File: src/rtl/adc_cap_pkg.sv
package adc_cap_pkg;
  localparam int unsigned ADC_W = 16;
  localparam int unsigned TAG_W = 16;

  typedef struct packed {
    logic [TAG_W-1:0] tag;
    logic             ovr;
    logic [ADC_W-1:0] data;
  } cap_word_t;
endpackage

File: src/rtl/adc_cap_sync.sv
module adc_cap_sync #(
  parameter int unsigned STAGES = 2
) (
  input  logic clk,
  input  logic rst_n,
  input  logic d,
  output logic q
);
  logic [STAGES-1:0] sh_q;
  logic [STAGES-1:0] sh_nxt;

  always_comb begin
    sh_nxt = {sh_q[STAGES-2:0], d};
  end

  always_ff @(posedge clk or negedge rst_n) begin
    if (!rst_n) sh_q <= '0;
    else        sh_q <= sh_nxt;
  end

  assign q = sh_q[STAGES-1];
endmodule

File: src/rtl/adc_cap_gate.sv
module adc_cap_gate
  import adc_cap_pkg::*;
#(
  parameter int unsigned LATENCY = 4
) (
  input  logic             clk,
  input  logic             rst_n,
  input  logic             dav_s,
  input  logic             cal_s,
  input  logic             oe,
  input  logic             oe_rise,
  input  logic [ADC_W-1:0] data,
  input  logic             ovr,
  output logic             word_vld,
  output cap_word_t        word
);
  localparam int unsigned FLUSH_W = $clog2(LATENCY + 1);
  localparam logic [FLUSH_W-1:0] FLUSH_LOAD = FLUSH_W'(LATENCY);
  localparam logic [TAG_W-1:0]   TAG_OFS    = TAG_W'(LATENCY);

  logic               dav_d_q, cal_d_q;
  logic [FLUSH_W-1:0] flush_q, flush_nxt;
  logic [TAG_W-1:0]   samp_q, samp_nxt;
  logic               strobe, cal_rise, live, restart;

  assign strobe   = dav_s & ~dav_d_q;
  assign cal_rise = cal_s & ~cal_d_q;
  assign restart  = oe_rise | cal_rise;
  assign live     = strobe & oe & cal_s & ~restart;

  always_comb begin
    samp_nxt  = samp_q;
    flush_nxt = flush_q;
    if (strobe) samp_nxt = samp_q + 1'b1;
    if (restart)
      flush_nxt = FLUSH_LOAD;
    else if (live && flush_q != '0)
      flush_nxt = flush_q - 1'b1;
  end

  always_ff @(posedge clk or negedge rst_n) begin
    if (!rst_n) begin
      dav_d_q <= 1'b0;
      cal_d_q <= 1'b0;
      flush_q <= FLUSH_LOAD;
      samp_q  <= '0;
    end else begin
      dav_d_q <= dav_s;
      cal_d_q <= cal_s;
      flush_q <= flush_nxt;
      samp_q  <= samp_nxt;
    end
  end

  assign word_vld  = live & (flush_q == '0);
  assign word.tag  = samp_q - TAG_OFS;
  assign word.ovr  = ovr;
  assign word.data = data;
endmodule

File: src/rtl/adc_cap_outreg.sv
module adc_cap_outreg
  import adc_cap_pkg::*;
#(
  parameter bit          SAT_EN    = 1'b1,
  parameter int unsigned OVR_CNT_W = 8
) (
  input  logic                 clk,
  input  logic                 rst_n,
  input  logic                 word_vld,
  input  cap_word_t            word,
  input  logic                 out_ready,
  output logic                 out_valid,
  output logic [ADC_W-1:0]     out_data,
  output logic                 out_ovr,
  output logic                 out_sat,
  output logic [TAG_W-1:0]     out_tag,
  output logic                 overflow,
  output logic [OVR_CNT_W-1:0] ovr_count
);
  localparam logic [ADC_W-1:0] POS_FULL = {1'b0, {(ADC_W-1){1'b1}}};
  localparam logic [ADC_W-1:0] NEG_FULL = {1'b1, {(ADC_W-1){1'b0}}};

  logic [ADC_W-1:0]     sat_data;
  logic                 sat_flag;
  logic                 stall, load;
  logic                 valid_nxt, ovf_nxt;
  logic [OVR_CNT_W-1:0] cnt_nxt;

  if (SAT_EN) begin : g_clamp
    assign sat_flag = word.ovr;
    assign sat_data = !word.ovr          ? word.data :
                      word.data[ADC_W-1] ? NEG_FULL  : POS_FULL;
  end else begin : g_raw
    assign sat_flag = 1'b0;
    assign sat_data = word.data;
  end

  assign stall = out_valid & ~out_ready;
  assign load  = word_vld & ~stall;

  always_comb begin
    valid_nxt = out_valid;
    if (load)           valid_nxt = 1'b1;
    else if (out_ready) valid_nxt = 1'b0;
    ovf_nxt = overflow | (word_vld & stall);
    cnt_nxt = ovr_count;
    if (load && word.ovr && ovr_count != '1) cnt_nxt = ovr_count + 1'b1;
  end

  always_ff @(posedge clk or negedge rst_n) begin
    if (!rst_n) begin
      out_valid <= 1'b0;
      overflow  <= 1'b0;
      ovr_count <= '0;
    end else begin
      out_valid <= valid_nxt;
      overflow  <= ovf_nxt;
      ovr_count <= cnt_nxt;
    end
  end

  always_ff @(posedge clk or negedge rst_n) begin
    if (!rst_n) begin
      out_data <= '0;
      out_ovr  <= 1'b0;
      out_sat  <= 1'b0;
      out_tag  <= '0;
    end else if (load) begin
      out_data <= sat_data;
      out_ovr  <= word.ovr;
      out_sat  <= sat_flag;
      out_tag  <= word.tag;
    end
  end
endmodule

File: src/rtl/adc_capture.sv
module adc_capture
  import adc_cap_pkg::*;
#(
  parameter int unsigned LATENCY     = 4,
  parameter int unsigned SYNC_STAGES = 2,
  parameter bit          SAT_EN      = 1'b1,
  parameter int unsigned OVR_CNT_W   = 8
) (
  input  logic                 clk,
  input  logic                 rst_n,
  input  logic                 capture_en,
  output logic                 adc_oe,
  input  logic                 adc_dav,
  input  logic [ADC_W-1:0]     adc_data,
  input  logic                 adc_ovr,
  input  logic                 adc_cal_done,
  input  logic                 out_ready,
  output logic                 out_valid,
  output logic [ADC_W-1:0]     out_data,
  output logic                 out_ovr,
  output logic                 out_sat,
  output logic [TAG_W-1:0]     out_tag,
  output logic                 overflow,
  output logic [OVR_CNT_W-1:0] ovr_count
);
  logic      dav_s, cal_s, oe_nxt, oe_rise, word_vld;
  cap_word_t word;

  adc_cap_sync #(.STAGES(SYNC_STAGES)) i_sync_dav (
    .clk(clk), .rst_n(rst_n), .d(adc_dav), .q(dav_s)
  );
  adc_cap_sync #(.STAGES(SYNC_STAGES)) i_sync_cal (
    .clk(clk), .rst_n(rst_n), .d(adc_cal_done), .q(cal_s)
  );

  assign oe_nxt  = capture_en;
  assign oe_rise = oe_nxt & ~adc_oe;

  always_ff @(posedge clk or negedge rst_n) begin
    if (!rst_n) adc_oe <= 1'b0;
    else        adc_oe <= oe_nxt;
  end

  adc_cap_gate #(.LATENCY(LATENCY)) i_gate (
    .clk(clk), .rst_n(rst_n), .dav_s(dav_s), .cal_s(cal_s),
    .oe(adc_oe), .oe_rise(oe_rise), .data(adc_data), .ovr(adc_ovr),
    .word_vld(word_vld), .word(word)
  );

  adc_cap_outreg #(.SAT_EN(SAT_EN), .OVR_CNT_W(OVR_CNT_W)) i_out (
    .clk(clk), .rst_n(rst_n), .word_vld(word_vld), .word(word),
    .out_ready(out_ready), .out_valid(out_valid), .out_data(out_data),
    .out_ovr(out_ovr), .out_sat(out_sat), .out_tag(out_tag),
    .overflow(overflow), .ovr_count(ovr_count)
  );
endmodule

File: config.mk
export PLATFORM = sky130hd
export DESIGN_NAME = adc_capture
export DESIGN_NICKNAME = d
export VERILOG_FILES = /design/src/rtl/adc_cap_pkg.sv /design/src/rtl/adc_cap_sync.sv /design/src/rtl/adc_cap_gate.sv /design/src/rtl/adc_cap_outreg.sv /design/src/rtl/adc_capture.sv
export SDC_FILE = /design/constraint.sdc
export NUM_CORES = 1
export LEC_CHECK = 0
export ABC_AREA = 0
export BUFFER_PORTS_ARGS = -buffer_cell sky130_fd_sc_hd__buf_2
export CAP_MARGIN = 20
export CORE_MARGIN = 8
export CORE_UTILIZATION = 45
export CTS_BUF_LIST = sky130_fd_sc_hd__clkbuf_4
export DETAILED_ROUTE_END_ITERATION = 12
export PLACE_DENSITY = 0.75
export SYNTH_ARGS = -nofsm -noshare
export SYNTH_HDL_FRONTEND = slang
export SYNTH_SLANG_ARGS = --single-unit
File: constraint.sdc
create_clock -name clk -period 2.2 [get_ports clk]
set_input_delay 0.11 -clock clk [delete_from_list [all_inputs] [get_ports clk]]
set_output_delay 0.11 -clock clk [all_outputs]
set_load 0.01 [all_outputs]
==> implementation parameters <==
Parameter                              Value

Synthesis
  Synthesized flop and latch total    69
  Combinational family with the most area after synthesis    simple AND/OR/NAND/NOR gates
  Mux share of post-synthesis cell area    1.09%
  Netlist area before placement    3090 sq um
  Synthesized netlist net count    330
  Number of instances in the synthesized netlist    301
  Post-synthesis cell type count    36
  Fraction of registers with async set/reset    100%
  Compound-gate portion of the synthesized area    7.73%
  XOR/XNOR share of the synthesized area    8.22%
  Cell type with the largest total area after synthesis    sky130_fd_sc_hd__dfrtp_1
  Number of synthesized flops with an enable pin    0
  Cells taking the most area after synthesis    sky130_fd_sc_hd__dfrtp_1 55%, sky130_fd_sc_hd__nand2_1 5.8%, sky130_fd_sc_hd__xor2_1 4.3%
  Most used flip-flop cell after synthesis    sky130_fd_sc_hd__dfrtp_1
  Sequential-to-total area share from yosys stat    55.9%
  Mean post-synth cell area    10.3 sq um
  Post-synthesis share of cell area spent on full adders, half adders and majority gates    2.43%
  Post-synth top area share    55.1%
  Post-synthesis simple-gate area fraction    20.6%
  Warning count from the yosys run    0

Place
  GPL Wtd Cong    0.881
  Half-perimeter wire length after placement    4.88 mm
  Quantity of I/O buffers inserted on ports    67
  Placed inst area    3520 sq um

Clock tree
  Inserted Clock Buffers    9
  Root buffer selected by CTS    sky130_fd_sc_hd__clkbuf_4
  Post-CTS Setup Repair Bufs    0
  Number of clock sinks    69
  Later-pin clock latency in the skew report    0.41 ns
  Clock edge transition at the registers on the reported setup and hold paths    0.10 ns
  Bufs on Longest Clock Path    2
  CTS tree    yes
  Number of H-tree levels    3

Pwr
  P per Cell Area    711 nW/um^2
  Pleak    0.00193 uW
  Max rail drop VDD    0.263 mV

Timing
  Min Clock Period, post-route    1.94 ns
  Max-Slew Margin vs Limit    60.1%
  Share of the cycle needed by the critical path after routing    88.3%
  Slew at the pin with the worst max-slew slack    0.598 ns
  Skew final    0.00994 ns
  Final Setup Violations    0
  Sum of negative setup slack    0 ns
  FMAX    515 MHz
  RSZ-0062 raised after global routing    no
  Number of pins exceeding their max-slew limit in the final report    0
  Hold Violations, Final    0

Global route
  Pin count of the biggest net entering global routing    45
  Total GRT Usage    14.8%
  Met3 Track Usage GR    3.88%
  Met1 usage    16.3%
  Wire length of the first global-routing pass    11.7 mm
  Antenna violations before repair    1
  Number of global-route vias before repair    2,521
  Met2 track demand over resource    25.0%
  Sum of overflow across all layers after global routing    0
  Global-route layer with the greatest usage    met2

Cells and area
  Layout cells sized above 1    24.9%
  Layout area overhead    24.1%
  Layout Cell Area excl Fill    3830 sq um
  Leading cell type in the layout, fill and taps excluded    sky130_fd_sc_hd__dfrtp_1
  Utilization of the core after routing    57.1%
  Count of nets after finishing    417
  Commonest non-fill, non-tap cells in the layout    68 x sky130_fd_sc_hd__dfrtp_1, 67 x sky130_fd_sc_hd__buf_2, 48 x sky130_fd_sc_hd__nand2_1

Route
  Detail Route Antenna Nets    0
  Wirelength per Cell    14.8 um
  Routed vias    2,516
  WL final    7.00 mm
  Detail-routed via count per cell    5.31
  DR DRC count    0
  Count of routing violations after the opening detailed-route iteration    111
  Number of iterations in the first detailed-routing pass    4

Die
  Ports    68
  Number of placement rows    30
  Area of the placeable core    6720 sq um
  Width of the die    98.9 um
  Starting density of the core    46.0%
  Area enclosed by the die boundary    9780 sq um
  Height of the die    98.9 um

Min path
  Worst min-delay path category    in -> reg
  Worst min-delay path startpoint    out_ready

Setup path
  WS Path Type    reg -> reg
  R2r startpoint    i_gate.flush_q[0]
  Crit start category    register
  Critical Path RT    2.49 ns
  Setup slack of the worst register-to-register path    0.26 ns
  Critical Path Sink Type    register
  Arrival time worst endpoint    2.24 ns
  CP max FO    5
  Critical Path Source    i_gate.flush_q[0]

Status
  Run status    complete, no violations

Job
  Maxcap violations    0
## worst max-delay path, stage by stage, from the launching register on
cell and delay [ns]:
sky130_fd_sc_hd__dfrtp_1 0.40, sky130_fd_sc_hd__inv_1 0.09, sky130_fd_sc_hd__ha_1 0.16, sky130_fd_sc_hd__nor2b_1 0.19, sky130_fd_sc_hd__nand4_1 0.24, sky130_fd_sc_hd__or3_1 0.46, sky130_fd_sc_hd__mux2_2 0.28
## per-stage QoR
| stage | worst slack [ns] | total power [uW] | hold slack (ns) | instances |
|---|---|---|---|---|
| floorplan | 0.467 | 1870 | -0.186 | 301 |
| global placement | 0.342 | 2010 | 0.139 | 437 |
| detailed placement | 0.173 | 2040 | 0.140 | 437 |
| CTS | 0.144 | 2750 | 0.0223 | 473 |
| global route | 0.0486 | 2900 | 0.0532 | 474 |
| finish | 0.257 | 2730 | 0.0277 | 474 |
## final cells by class
class	instances	area, sq um
flip-flops and latches	69	1730
well taps	80	100
multi-input cells	204	1240
clock buffers	13	97.6
diodes	1	2.50
clock inverters	3	12.5
inverters	10	37.5
fillers	561	2880
repair buffers	94	613
## flip-flops by register name, summed over array words and instances (netlist names), 2 cells and up
register	cells
i_out.ovr_count	8
i_out.out_tag	16
i_out.out_data	16
i_sync_cal.sh_q	2
i_gate.samp_q	16
i_sync_dav.sh_q	2
i_gate.flush_q	3
## cells in the mapped netlist (2+ instances only)
cell type	n
sky130_fd_sc_hd__clkbuf_1	9
sky130_fd_sc_hd__dfrtp_1	68
sky130_fd_sc_hd__or3_1	2
sky130_fd_sc_hd__o31ai_1	2
sky130_fd_sc_hd__inv_1	9
sky130_fd_sc_hd__nor2b_1	2
sky130_fd_sc_hd__nor4_1	8
sky130_fd_sc_hd__nand3_1	15
sky130_fd_sc_hd__o21ai_0	15
sky130_fd_sc_hd__nor3_1	3
sky130_fd_sc_hd__a31oi_1	20
sky130_fd_sc_hd__and4_1	2
sky130_fd_sc_hd__or4_1	2
sky130_fd_sc_hd__mux2_2	3
sky130_fd_sc_hd__xor2_1	15
sky130_fd_sc_hd__and3_1	2
sky130_fd_sc_hd__nand4_1	7
sky130_fd_sc_hd__nor4_4	2
sky130_fd_sc_hd__nand2b_1	3
sky130_fd_sc_hd__nand2_1	48
sky130_fd_sc_hd__xnor2_1	14
sky130_fd_sc_hd__nor2_1	24
sky130_fd_sc_hd__nand4b_1	2
sky130_fd_sc_hd__buf_2	7
sky130_fd_sc_hd__ha_1	6
## path summary, 6_finish.rpt
check / cells after the start / end
max: 6 / i_out.ovr_count[1]
min: 3 / i_out.out_valid
max reg2reg: 6 / i_out.ovr_count[1]
min reg2reg: 0 / i_sync_dav.sh_q[1]
max in group asynchronous: 3 / i_out.out_tag[2]
min in group asynchronous: 2 / i_out.out_data[9]
## repair_timing
item | in CTS | in global routing
resized for setup | 0 | 1
endpoints found under the hold margin | 44 | 0
endpoints found under the setup margin | 0 | 1
hold buffers | 20 | 0
## where the power goes
group / switching [uW] / internal, uW / leakage [uW]
Sequential: 145 / 1360 / 0.000931
Combinational: 267 / 264 / 0.000935
Clock: 415 / 276 / 0.0000669
Total: 827 / 1900 / 0.00193
## logic make-up (layout without fill, tap and decap cells)
logic type / Yosys count / after routing
AO/OA/AOI/OAI: 40 / 40
other: 0 / 1
XOR/XNOR: 29 / 29
multiplexers: 3 / 3
flip-flops: 69 / 69
AND/OR/NAND/NOR: 126 / 126
adder cells (fa/ha/maj): 6 / 6
buffers and inverters: 28 / 120
## per-layer routing
| layer | share of wire, % | vias up |
|---|---|---|
| met2 | 50 | 70 |
| met1 | 41 | 1218 |
| met4 | 2.7 | 0 |
| met3 | 5.8 | 17 |
| li1 | - | 1211 |
| met5 | 0 | - |
Power figures use the tool's default switching activity.
